[config.mk]
export PLATFORM = sky130hd
export DESIGN_NAME = dma_burst_addr_gen
export DESIGN_NICKNAME = d
export VERILOG_FILES = /design/src/rtl/dma_ag_pkg.sv /design/src/rtl/dma_ag_beat_calc.sv /design/src/rtl/dma_ag_pending.sv /design/src/rtl/dma_burst_addr_gen.sv
export SDC_FILE = /design/constraint.sdc
export NUM_CORES = 1
export LEC_CHECK = 0
export BUFFER_PORTS_ARGS = -buffer_cell sky130_fd_sc_hd__clkbuf_2
export CORE_UTILIZATION = 45
export DETAILED_ROUTE_END_ITERATION = 16
export HOLD_SLACK_MARGIN = 0.06
export PLACE_DENSITY = 0.66
export SETUP_SLACK_MARGIN = 0.4
export SYNTH_ARGS = -nofsm -noshare
export SYNTH_HDL_FRONTEND = slang
export SYNTH_HIERARCHICAL = 1
export SYNTH_SLANG_ARGS = --single-unit
[constraint.sdc]
create_clock -name clk -period 15.2 [get_ports clk]
set_input_delay 2.28 -clock clk [delete_from_list [all_inputs] [get_ports clk]]
set_output_delay 2.28 -clock clk [all_outputs]
set_load 0.005 [all_outputs]
[src/rtl/dma_ag_pkg.sv]
package dma_ag_pkg;
  typedef enum logic [1:0] {
    ST_IDLE  = 2'd0,
    ST_RUN   = 2'd1,
    ST_DRAIN = 2'd2,
    ST_FIN   = 2'd3
  } ag_state_e;
endpackage

[src/rtl/dma_ag_beat_calc.sv]
// Combinational sizing of the next command from the registered cursor.
module dma_ag_beat_calc #(
  parameter int ADDR_W    = 32,
  parameter int LEN_W     = 16,
  parameter int BYTES     = 4,
  parameter int MAX_BURST = 4,
  parameter int STRIDE_W  = 8,
  parameter int NO_BYTEEN = 0,
  localparam int LOG_B    = $clog2(BYTES),
  localparam int LOG_MB   = $clog2(MAX_BURST),
  localparam int BC_W     = $clog2(MAX_BURST + 1)
) (
  input  logic [LOG_MB-1:0]   addr_in_burst,
  input  logic [LEN_W-1:0]    rem_len,
  input  logic [STRIDE_W-1:0] stride,
  input  logic                burst_on,
  input  logic                align_on,
  output logic [BC_W-1:0]     burst_cnt,
  output logic [BYTES-1:0]    byte_en,
  output logic [ADDR_W-1:0]   addr_step,
  output logic [LEN_W-1:0]    len_used
);

  // Low n bytes enabled.
  function automatic logic [BYTES-1:0] tail_mask(input logic [LOG_B-1:0] n);
    logic [BYTES-1:0] m;
    for (int i = 0; i < BYTES; i++) m[i] = (i < int'(n));
    return m;
  endfunction

  // Beats for a command made of whole words.
  function automatic logic [BC_W-1:0] pick_burst(input logic [LEN_W-1:0] words,
                                                 input logic on, input logic hold_single);
    if (!on || hold_single)            return BC_W'(1);
    else if (words >= LEN_W'(MAX_BURST)) return BC_W'(MAX_BURST);
    else                               return words[BC_W-1:0];
  endfunction

  logic [LEN_W-1:0] whole_words;
  logic [LOG_B-1:0] tail_bytes;
  logic             off_boundary;

  assign whole_words  = rem_len >> LOG_B;
  assign tail_bytes   = rem_len[LOG_B-1:0];
  assign off_boundary = align_on && (addr_in_burst != '0);

  always_comb begin
    if (whole_words == '0) begin
      burst_cnt = BC_W'(1);
      byte_en   = (NO_BYTEEN != 0) ? '1 : tail_mask(tail_bytes);
      len_used  = rem_len;
    end else begin
      burst_cnt = pick_burst(whole_words, burst_on, off_boundary);
      byte_en   = '1;
      len_used  = LEN_W'(burst_cnt) << LOG_B;
    end
    addr_step = (ADDR_W'(burst_cnt) * ADDR_W'(stride)) << LOG_B;
  end

endmodule

[src/rtl/dma_ag_pending.sv]
// Outstanding write counter.
module dma_ag_pending #(
  parameter int MAX_OUT = 16,
  localparam int CNT_W  = $clog2(MAX_OUT + 1)
) (
  input  logic clk,
  input  logic rst_n,
  input  logic inc,
  input  logic dec,
  output logic is_zero,
  output logic is_full
);

  logic [CNT_W-1:0] cnt;
  logic             dec_ok;

  assign dec_ok  = dec && ((cnt != '0) || inc);
  assign is_zero = (cnt == '0);
  assign is_full = (cnt == CNT_W'(MAX_OUT));

  always_ff @(posedge clk or negedge rst_n) begin
    if (!rst_n) cnt <= '0;
    else        cnt <= cnt + CNT_W'(inc) - CNT_W'(dec_ok);
  end

  p_no_overflow_r10: assert property (@(posedge clk) disable iff (!rst_n)
    is_full |-> !inc) else $error("R10: outstanding counter overflow");

  p_step_one_r10: assert property (@(posedge clk) disable iff (!rst_n)
    (inc && !dec) |=> !is_zero) else $error("R10: count lost on issue");

endmodule

[src/rtl/dma_burst_addr_gen.sv]
module dma_burst_addr_gen #(
  parameter int ADDR_W     = 32,
  parameter int LEN_W      = 16,
  parameter int DATA_W     = 32,
  parameter int MAX_BURST  = 4,
  parameter int FIFO_DEPTH = 32,
  parameter int STRIDE_W   = 8,
  parameter int MAX_OUT    = 16,
  parameter int FULL_WORD  = 0,
  parameter int NO_BYTEEN  = 0,
  parameter int WRITE_RESP = 1,
  localparam int BYTES     = DATA_W / 8,
  localparam int LOG_B     = $clog2(BYTES),
  localparam int LOG_MB    = $clog2(MAX_BURST),
  localparam int BC_W      = $clog2(MAX_BURST + 1)
) (
  input  logic                clk,
  input  logic                rst_n,
  input  logic                desc_valid,
  output logic                desc_ready,
  input  logic [ADDR_W-1:0]   desc_addr,
  input  logic [LEN_W-1:0]    desc_len,
  input  logic [STRIDE_W-1:0] desc_stride,
  input  logic                desc_burst,
  input  logic                desc_align,
  output logic                cmd_valid,
  input  logic                cmd_wait,
  output logic [ADDR_W-1:0]   cmd_addr,
  output logic [BC_W-1:0]     cmd_burst,
  output logic [BYTES-1:0]    cmd_byteen,
  input  logic                wr_resp,
  output logic                busy,
  output logic                done,
  output logic                err
);
  import dma_ag_pkg::*;

  // Parameter rules checked at elaboration.
  if (MAX_BURST * 4 > FIFO_DEPTH) begin : g_bad_fifo
    $error("MAX_BURST exceeds a quarter of FIFO_DEPTH");
  end
  if (BYTES < 2 || (1 << LOG_B) != BYTES) begin : g_bad_width
    $error("DATA_W must give a power-of-two byte count of at least 2");
  end
  if (MAX_BURST < 2 || (1 << LOG_MB) != MAX_BURST) begin : g_bad_burst
    $error("MAX_BURST must be a power of two of at least 2");
  end

  ag_state_e           state;
  logic [ADDR_W-1:0]   addr_q;
  logic [LEN_W-1:0]    rem_q;
  logic [STRIDE_W-1:0] stride_q;
  logic                burst_q, align_q, err_q;

  // Named events for the assertions.
  logic                desc_take, cmd_take, last_take, bad_desc;
  logic                pend_zero, pend_full;
  logic [STRIDE_W-1:0] stride_in;
  logic [ADDR_W-1:0]   addr_step;
  logic [LEN_W-1:0]    len_used, rem_next;

  assign stride_in  = (desc_stride == '0) ? STRIDE_W'(1) : desc_stride;
  assign bad_desc   = (desc_burst && stride_in > STRIDE_W'(1))
                    || (desc_addr[LOG_B-1:0] != '0)
                    || ((FULL_WORD != 0) && (desc_len[LOG_B-1:0] != '0));

  assign desc_ready = (state == ST_IDLE);
  assign desc_take  = desc_valid && desc_ready;
  assign cmd_valid  = (state == ST_RUN) && !pend_full;
  assign cmd_take   = cmd_valid && !cmd_wait;
  assign rem_next   = rem_q - len_used;
  assign last_take  = cmd_take && (rem_next == '0);
  assign cmd_addr   = addr_q;
  assign busy       = (state != ST_IDLE);
  assign done       = (state == ST_FIN);
  assign err        = done && err_q;

  dma_ag_beat_calc #(
    .ADDR_W(ADDR_W), .LEN_W(LEN_W), .BYTES(BYTES), .MAX_BURST(MAX_BURST),
    .STRIDE_W(STRIDE_W), .NO_BYTEEN(NO_BYTEEN)
  ) u_calc (
    .addr_in_burst(addr_q[LOG_B +: LOG_MB]),
    .rem_len(rem_q),
    .stride(stride_q),
    .burst_on(burst_q),
    .align_on(align_q),
    .burst_cnt(cmd_burst),
    .byte_en(cmd_byteen),
    .addr_step(addr_step),
    .len_used(len_used)
  );

  dma_ag_pending #(.MAX_OUT(MAX_OUT)) u_pend (
    .clk(clk),
    .rst_n(rst_n),
    .inc(cmd_take && (WRITE_RESP != 0)),
    .dec(wr_resp && (WRITE_RESP != 0)),
    .is_zero(pend_zero),
    .is_full(pend_full)
  );

  always_ff @(posedge clk or negedge rst_n) begin
    if (!rst_n) begin
      state    <= ST_IDLE;
      addr_q   <= '0;
      rem_q    <= '0;
      stride_q <= STRIDE_W'(1);
      burst_q  <= 1'b0;
      align_q  <= 1'b0;
      err_q    <= 1'b0;
    end else begin
      unique case (state)
        ST_IDLE: if (desc_take) begin
          addr_q   <= desc_addr;
          rem_q    <= desc_len;
          stride_q <= stride_in;
          burst_q  <= desc_burst;
          align_q  <= desc_align;
          err_q    <= bad_desc;
          if (bad_desc || desc_len == '0) state <= ST_FIN;
          else                            state <= ST_RUN;
        end
        ST_RUN: if (cmd_take) begin
          addr_q <= addr_q + addr_step;
          rem_q  <= rem_next;
          if (rem_next == '0) state <= (WRITE_RESP != 0) ? ST_DRAIN : ST_FIN;
        end
        ST_DRAIN: if (pend_zero) state <= ST_FIN;
        ST_FIN:   state <= ST_IDLE;
        default:  state <= ST_IDLE;
      endcase
    end
  end

  p_ready_idle_r1: assert property (@(posedge clk) disable iff (!rst_n)
    desc_ready |-> !busy) else $error("R1: ready while busy");

  p_done_pulse_r1: assert property (@(posedge clk) disable iff (!rst_n)
    done |=> (!done && !busy)) else $error("R1: done longer than one cycle");

  p_stride_single_r2: assert property (@(posedge clk) disable iff (!rst_n)
    (cmd_valid && stride_q > STRIDE_W'(1)) |-> cmd_burst == BC_W'(1))
    else $error("R2: burst in stride mode");

  p_err_with_done_r3: assert property (@(posedge clk) disable iff (!rst_n)
    err |-> done) else $error("R3: error without done");

  p_burst_range_r5: assert property (@(posedge clk) disable iff (!rst_n)
    cmd_valid |-> (cmd_burst != '0 && cmd_burst <= BC_W'(MAX_BURST)))
    else $error("R5: burst count out of range");

  p_tail_single_r7: assert property (@(posedge clk) disable iff (!rst_n)
    (cmd_valid && cmd_byteen != '1) |-> cmd_burst == BC_W'(1))
    else $error("R7: partial mask on a burst");

  p_cmd_hold_r9: assert property (@(posedge clk) disable iff (!rst_n)
    (cmd_valid && cmd_wait) |=> (cmd_valid && $stable(cmd_addr)
                                 && $stable(cmd_burst) && $stable(cmd_byteen)))
    else $error("R9: command changed under stall");

  p_last_then_end_r10: assert property (@(posedge clk) disable iff (!rst_n)
    last_take |=> !cmd_valid) else $error("R10: command after the last one");

  p_done_drained_r10: assert property (@(posedge clk) disable iff (!rst_n)
    done |-> pend_zero) else $error("R10: done with writes outstanding");

endmodule

==> results of run 1 <==
-- through the flow --
step	power, W	setup WS (ps)	hold slack, ps
after floorplan	0.00131	9770	442
after global placement	0.00159	9130	483
after detailed placement	0.00160	9000	493
after CTS	0.00183	8980	506
after global routing	0.00201	8420	530
final	0.00183	9000	499
-- area by class of cell --
class	instances	area [um2]	share of cell area (%)
Multi-Input combinational cell	662	4470	60.3
Sequential cell	66	1650	22.3
Timing Repair Buffer	110	561	7.56
Clock buffer	11	253	3.41
Tap cell	180	225	3.04
Inverter	53	199	2.68
Clock inverter	5	52.6	0.709
-- power by group through the flow --
stage | registers, W | clock network, W | logic [W]
2_1_floorplan | 0.000336 | 0 | 0.000971
3_3_place_gp | 0.000354 | 0 | 0.00123
3_5_place_dp | 0.000355 | 0 | 0.00124
4_1_cts | 0.000353 | 0.000220 | 0.00125
5_1_grt | 0.000367 | 0.000229 | 0.00142
6_report | 0.000353 | 0.000217 | 0.00126
-- sequential cells by signal, indices dropped and copies added (netlist names) --
| signal | count |
|---|---|
| align_q | 1 |
| burst_q | 1 |
| cmd_addr | 32 |
| err_q | 1 |
| rem_q | 16 |
| state | 2 |
| stride_q | 8 |
| u_pend/cnt | 5 |
-- kinds of logic after synthesis --
group | count (synthesis) | synth area share [%]
other cells | 1 | 0.0573
buf+inv | 111 | 8.20
mux | 34 | 5.39
simple gates | 260 | 18.9
compound gates | 220 | 21.2
flops | 66 | 25.3
fa+ha+maj | 76 | 15.7
xor+xnor | 40 | 5.35
-- worst min-delay path, cell delays in order, from the launching register on --
cell and delay, ps:
sky130_fd_sc_hd__dfrtp_1 350, sky130_fd_sc_hd__nand2_1 50, sky130_fd_sc_hd__o21ai_0 60
-- path summary, 6_finish.rpt --
check | from | to | slack (ps) | cells past startpoint
max | rem_q[15] | cmd_addr[30] | 9000 | 20
min | err_q | err_q | 500 | 2
max reg2reg | rem_q[15] | cmd_addr[30] | 9000 | 20
min reg2reg | err_q | err_q | 500 | 2
max in group asynchronous | rst_n | rem_q[3] | 12500 | 2
min in group asynchronous | rst_n | cmd_addr[25] | 2130 | 2
-- placed cells by master (no fill, tap or decap), types with 7 or more instances in the layout --
| cell type | n |
|---|---|
| sky130_fd_sc_hd__clkbuf_2 | 105 |
| sky130_fd_sc_hd__nand2_1 | 90 |
| sky130_fd_sc_hd__ha_1 | 65 |
| sky130_fd_sc_hd__dfrtp_1 | 65 |
| sky130_fd_sc_hd__a21oi_1 | 64 |
| sky130_fd_sc_hd__o21ai_0 | 63 |
| sky130_fd_sc_hd__inv_1 | 53 |
| sky130_fd_sc_hd__nor2_1 | 48 |
| sky130_fd_sc_hd__conb_1 | 32 |
| sky130_fd_sc_hd__nor3_1 | 25 |
| sky130_fd_sc_hd__mux2i_1 | 24 |
| sky130_fd_sc_hd__xnor2_1 | 21 |
| sky130_fd_sc_hd__a21o_1 | 20 |
| sky130_fd_sc_hd__xor2_1 | 19 |
| sky130_fd_sc_hd__nand3_1 | 18 |
| sky130_fd_sc_hd__nor2b_1 | 15 |
| sky130_fd_sc_hd__o21a_1 | 15 |
| sky130_fd_sc_hd__and3_1 | 13 |
| sky130_fd_sc_hd__nor4_1 | 12 |
| sky130_fd_sc_hd__and2_1 | 11 |
| sky130_fd_sc_hd__o21bai_1 | 10 |
| sky130_fd_sc_hd__mux2_2 | 10 |
| sky130_fd_sc_hd__fa_1 | 10 |
| sky130_fd_sc_hd__clkbuf_16 | 9 |
| sky130_fd_sc_hd__a31oi_1 | 7 |
| sky130_fd_sc_hd__a211o_1 | 7 |
-- routing by layer --
metal	up-vias	track usage [%]	share of wire, %
li1	2982	-	-
met1	2676	30.5	48
met2	126	36.5	47
met3	16	3.02	3.9
met4	0	7.01	1.4
met5	-	0	0
==> impl_summary.md, run 1 <==
Run status
The run finished with clean final reports.

Setup path
The category of the worst setup path launch point is a flop. The category of cells accounting for the largest share of critical-path delay is compound AO/OA/AOI/OAI gates. The worst-path maximum fanout is 9. For this run, the slowest stage of the critical path takes 530 ps.

The critical path goes through nor4_1 -> nand3_1 -> o21bai_1 -> and2_1 -> fa_1 -> ha_1 -> fa_1 -> a21o_1 -> a21oi_1 -> o21ai_0 -> o41a_1 -> ha_1 -> a21o_1 -> a2111oi_0 -> a21oi_1 -> a211oi_1 -> o21ai_0 -> a311oi_1 -> mux2i_1 -> nand2_1. The required time reported for the critical path endpoint is between 15000 and 20000 ps. The buffers plus inverters on the worst setup path is 0. The critical path's slowest cell is sky130_fd_sc_hd__o21bai_1.

For the worst setup path, the data arrival time is 6420 ps. The worst setup path is of the reg -> reg kind. The type of destination of the critical path is a flop.

Pwr
The static power due to leakage is 3.62 nW. The internal portion of the total power is roughly 0.00094 W. The part of the total power dissipated in the clock network is 11.8%. The power density over the cells is ~250 nW/um2. Combinational cells account for between 60 and 70% of the total power. The analysis attributes to net switching a power of 0.000891 W.

IR analysis of the VDD net gives a maximum drop of 0.108 mV. In this run switching power makes up approximately 49% of total power. The share of total power dissipated in sequential elements is 19.3%.

Logic synthesis
Ranked by total cell area, the synthesized netlist is headed by sky130_fd_sc_hd__dfrtp_1 (25%), sky130_fd_sc_hd__ha_1 (13%), sky130_fd_sc_hd__nand2_1 (5.2%). The Yosys warning count is 6. The synthesized area per cell is approximately 8.1 um2. Counting instances in the post-synthesis netlist gives the leading cell types as sky130_fd_sc_hd__nand2_1 (90), sky130_fd_sc_hd__ha_1 (66), sky130_fd_sc_hd__dfrtp_1 (65). The number of flip-flops and latches in the synthesized netlist is 66. After synthesis, the share of flip-flops with an asynchronous set or reset is 100%.

The most area-hungry cell type in the Yosys netlist is sky130_fd_sc_hd__dfrtp_1. In this run the cell area of the synthesized design comes to around 6500 um2. Summed over its instances, the top area cell type makes up 24.9% of the synthesized netlist area. In the post-synthesis netlist, the cell with the most instances is sky130_fd_sc_hd__nand2_1. The synthesized design contains 0 enable-type register cells.

The primary flip-flop cell chosen by synthesis mapping is sky130_fd_sc_hd__dfrtp_1. The cell count after synthesis is 808. The sequential fraction of the synthesis area is 25.3%. Counting distinct cell types in the post-synthesis netlist gives between 50 and 60.

Place
Routability-driven placement finished with a final weighted congestion of 0.870. The count of input and output buffers is around 110. After detailed placement, the total cell area comes to between 7000 and 8000 um2.

The sum of net half-perimeters after detailed placement is 12200 um. The placed instance count is approximately 1100.

Clock network
The maximum level of the CTS H-tree is 3. The clock insertion delay at the later pin of the skew report is 340 ps. The number of buffers inserted by hold repair at cts is 0.

Once the clock tree was built, the resizer swapped 0 gates to a different size. The cell at the root of the clock tree is sky130_fd_sc_hd__clkbuf_16. The number of buffers created by CTS is 9.

The setup fix buffers added after clock tree synthesis is 0. The clock passes through at most 2 buffers. The TritonCTS clock tree is built. The clock-pin transition on the worst setup and hold timing paths is roughly 60 ps. The clock sink total is 66.

Timing
The max-slew violation count is 0. Headroom to the max-slew limit came out at 24.2%. The total negative slack for setup checks is 0 ps. The total setup violations reported at the end of the flow is 0. For this run, the top clock speed supported by timing is 161 MHz.

The number of hold violations in the final report is 0. Setup repair after global routing left no endpoint under its margin. The worst-case clock skew is roughly 10 ps. The measured slew at the worst slew-check pin is 1140 ps. The clock period could shrink to 6200 ps.

The final period utilization is 40.8%.

Die
In this run the vertical extent of the chip is approximately 120 um. The core region is 14000 um2. The die is 123 um wide. In this run the core area contains between 40 and 50 standard-cell rows.

The starting utilization of the core area is 46.6%. Pin placement for this block handled 107 I/O pins. The die footprint is between 15000 and 20000 um2.

Cells and area
The final antenna diode count is 0. The post-route cell area is 7410 um2. The share of the core filled with cells in the final layout is 52.8%. The number of cells in the finished layout apart from fillers is 1087.

The proportion of layout cells with a drive suffix above 1 is 16.1%. Fill cells in the final layout number between 1000 and 1500. Compared with the post-synthesis result, the final layout area differs by 13.3%. The net count of the finished layout is between 1000 and 1500.

Detailed routing
The number of vias in the routed layout is 5800. After detailed routing, the average wire length per cell comes to 14.8 um. The pre-antenna-repair detailed-routing pass consisted of 5 iterations. The number of nets still failing antenna checks after routing is 0. The wire length reported by the detailed router is 16100 um. The number of remaining DRC errors is 0. After detailed routing, the number of vias per cell comes to roughly 5.3. The DRC marker count from the first detailed-route iteration is 309.

Flow run
The number of max-cap violations is 0.

Global route
Entering global routing, the biggest net connects 82 pins. The remaining global-route overflow is 0. The global-route usage over all layers is 22.4%. The wire length of the first global-routing pass is 26100 um. The number of antenna violations at the first check in global routing came to 0. The number of global-route vias before repair is 5394.

Hold path
The class of the tightest hold or removal check is reg -> reg.
Note: power is estimated with default switching activity, not from simulation.
==> run 2: changes to the inputs <==
- clock period: 15.2 -> 6.47 ns (I/O delays scaled with it)
==> run 2 against run 1 <==
Compared with the run above: fmax grew 7.2%; clock power grew 110%; combinational power rose by 140%; total power is 130% higher; wire length down 0.47%; largest cell class unchanged; flip-flop and latch count unchanged; register-to-register slack got worse by 8300 ps.
==> impl_summary.md, run 2 (synthesis gave the netlist of run 1 again) <==
Run status
The run finished with clean final reports.

Die
The vertical extent of the die came to 123 um (unchanged). The core box area is 14000 um2 (unchanged). The starting utilization of the core area came to 46.6% (unchanged). The horizontal die dimension was 123 um (unchanged). The I/O pin count was 107 (unchanged). The number of cell rows is 43 (unchanged). The die footprint came to 15000 um2 (unchanged).

Timing
The total negative slack for setup checks is 0 ps (unchanged). The minimum clock period is 5780 ps (-419 ps). The worst-case clock skew is 9.99 ps (+0.0401 ps).

The number of hold violations in the final report is 0 (unchanged). The slack of the critical path is 689 ps (-8310 ps). Setup repair after global routing left no endpoint under its margin. The final period utilization came to 89.3% (+49 points). The max-slew violation count is 0 (unchanged).

The total setup violations reported at the end of the flow is 0 (unchanged). The worst hold slack came to 482 ps (-17.1 ps). The upper clock frequency limit is 173 MHz (+7.2%). The measured slew at the worst slew-check pin came to 854 ps (-284 ps). The worst max-slew margin expressed relative to the limit was 43.1% (+19 points).

Pwr
The fraction of power spent switching nets is 49.0% (+0.38 points). The maximum resistive drop on vdd was 0.232 mV (+120%). The power density over the cells is 573 nW/um2 (+130%). The net switching component of the power is 0.00209 W (+130%). The part of the power in combinational logic was 69.8% (+0.9 points).

The internal cell power is 0.00217 W (+130%). The part of the total power dissipated in the clock network is 10.5% (-1.3 points). The sequential share of power is 19.7% (+0.4 points). The static power due to leakage is 3.61 nW (-0.10%).

Flow run
The number of max-cap violations is 0 (unchanged).

Global route
The met2 global-route usage is 37.3% (+0.84 points). The global-route usage over all layers came to 22.7% (+0.31 points). The number of antenna violations at the first check in global routing is 0 (unchanged).

The wire length of the first global-routing pass was 26500 um (+1.5%). The routing usage on met1 is 30.4% (-0.13 points). In this run the most used layer during global routing was met2. The number of global-route vias before repair is 5550 (+2.9%). The pin count of the biggest net entering global routing is 67 (-18%).

The met3 track demand over resource came to 3.02% (unchanged). The remaining global-route overflow came to 0 (unchanged).

Clock network
The clock sink total was 66 (unchanged). The number of buffers inserted by hold repair at cts is 0 (unchanged). TritonCTS built the clock tree. The root buffer cell chosen for the clock tree is sky130_fd_sc_hd__clkbuf_16. The clock insertion delay at the later pin of the skew report is 340 ps (about the same). The maximum buffer depth of the clock tree is 2 (unchanged). The clock-pin transition on the worst setup and hold timing paths came to 60 ps (about the same). The number of buffers created by CTS came to 9 (unchanged). The maximum level of the CTS H-tree is 3 (unchanged).

Setup path
The signal on the critical path passes through nor4_1 -> nand3_2 -> o21bai_1 -> and2_1 -> fa_1 -> ha_1 -> fa_1 -> a21o_1 -> a21oi_2 -> o21ai_0 -> o41a_1 -> ha_1 -> a21o_1 -> a2111oi_1 -> a21oi_2 -> a211oi_2 -> o21ai_0 -> a311oi_1 -> mux2i_1 -> nand2_1. The buffers plus inverters on the worst setup path is 0 (unchanged). The number of cells traversed by the worst register-to-register path is 20 (unchanged).

The worst setup path is launched from a flop. The path length in cells of the critical path is 20 (unchanged). The arrival time at the worst endpoint is 6010 ps (-410 ps).

On the critical path, the stage with the largest delay is an instance of sky130_fd_sc_hd__fa_1. The maximum single-stage delay on the critical path is 420 ps (-110 ps). The type of destination of the critical path is a flop. In this design, the largest share of critical-path delay is due to compound AO/OA/AOI/OAI gates. The worst register-to-register path ends at cmd_addr[30]. The required time reported for the critical path endpoint is 6700 ps (-8720 ps). The worst-path maximum fanout is 8 (-1). The origin of the critical flop-to-flop path is rem_q[7].

The slack of the worst reg-to-reg path is 690 ps (-8310 ps). The setup path with the least slack is of type reg -> reg.

Detailed routing
The wire length reported by the detailed router came to 16000 um (-0.47%). The average via count per standard cell came to 5.35 (+0.30%). The DRC marker count from the first detailed-route iteration is 294 (-4.9%). The number of vias in the routed layout was 5828 (+0.48%). The number of nets still failing antenna checks after routing is 0 (unchanged).

The total iterations of the first detailed-routing run is 5 (unchanged). The detailed-route wire length per cell was 14.7 um (-0.66%). The number of remaining DRC errors is 0 (unchanged).

Hold path
The startpoint of the most critical hold path is err_q. The end of the worst hold path is err_q. The instance count along the most critical hold path is 2 (unchanged). The path class of the tightest hold or removal check is reg -> reg.

Cells and area
The layout net count is 1043 (+0.19%). The synthesis-to-layout area growth is 13.5%. The final antenna diode count was 0 (unchanged).

The top cell types in the final layout, fill and taps aside, are sky130_fd_sc_hd__clkbuf_2 (105), sky130_fd_sc_hd__nand2_1 (90), sky130_fd_sc_hd__ha_1 (65), sky130_fd_sc_hd__dfrtp_1 (65), sky130_fd_sc_hd__o21ai_0 (63). The library cell used most frequently in the layout, excluding fill and tap cells, is sky130_fd_sc_hd__clkbuf_2. The fill cell instance count of the final layout was 1363 (-0.073%). The proportion of layout cells with a drive suffix above 1 was 16.7% (+0.62 points). The number of flip-flops in the largest register came to 32 (unchanged).

Place
The sum of net half-perimeters after detailed placement was 12300 um (+1.5%). The count of input and output buffers is 106 (unchanged). The routability congestion estimate from global placement is 0.897 (+3.1%). The setup slack after placement is 294 ps (-8700 ps).
[run 2: changes by cell type in the layout (fill, tap and decap cells not counted), sizes merged]
cell,delta
buf,+2
clkbuf,+2
clkinvlp,-1
bufinv,-1
[run 2: how the worst max path moves through the flow]
stage | start | end | slack, ps
after floorplan | rem_q[15] | cmd_addr[30] | 1040
after global placement | rem_q[15] | cmd_addr[30] | 440
after detailed placement | rem_q[15] | cmd_addr[30] | 290
after CTS | rem_q[15] | cmd_addr[30] | 420
after global routing | rem_q[15] | cmd_addr[30] | 400
final | rem_q[7] | cmd_addr[30] | 690
[run 2: per-layer routing]
metal | vias up | wire (um) | part of all wire (%)
met5 | - | 0 | 0
li1 | 2998 | - | -
met4 | 0 | 280 | 1.8
met1 | 2683 | 7650 | 48
met3 | 17 | 588 | 3.7
met2 | 130 | 7460 | 47
[run 2: layout make-up]
class,instances,area [um2],share of cell area (%)
clock inverters,3,15.0,0.202
flip-flops and latches,66,1650,22.3
multi-input cells,662,4510,60.7
clock buffers,13,250,3.37
well taps,180,225,3.03
inverters,53,199,2.68
repair buffers,112,576,7.75
[run 2: repair_timing]
| action | in CTS | in global routing |
|---|---|---|
| endpoints found under the setup margin | 1 | 5 |
| resized for setup | 1 | 8 |
| pin swaps | 0 | 2 |
| setup buffers | 0 | 0 |
[run 2: power by group through the flow]
stage                     combinational (W)  clock (W)  sequential, W
after floorplan                     0.00228          0       0.000789
after global placement              0.00290          0       0.000830
after detailed placement            0.00292          0       0.000839
after CTS                           0.00294   0.000460       0.000835
after global routing                0.00336   0.000476       0.000871
final                               0.00297   0.000449       0.000837
[run 2: metrics by stage]
step,total power (W),std cells,area (um2),util (%)
after global routing,0.00471,1089,7420,52.9
final,0.00426,1089,7420,52.9
after global placement,0.00373,1073,7120,50.7
after floorplan,0.00307,839,6660,-
after detailed placement,0.00376,1073,7120,50.7
after CTS,0.00423,1089,7390,52.6
[run 2: worst min-delay path, stage by stage (launching register included)]
cell and delay [ps]:
sky130_fd_sc_hd__dfrtp_1 340, sky130_fd_sc_hd__nand2_1 50, sky130_fd_sc_hd__o21ai_0 60
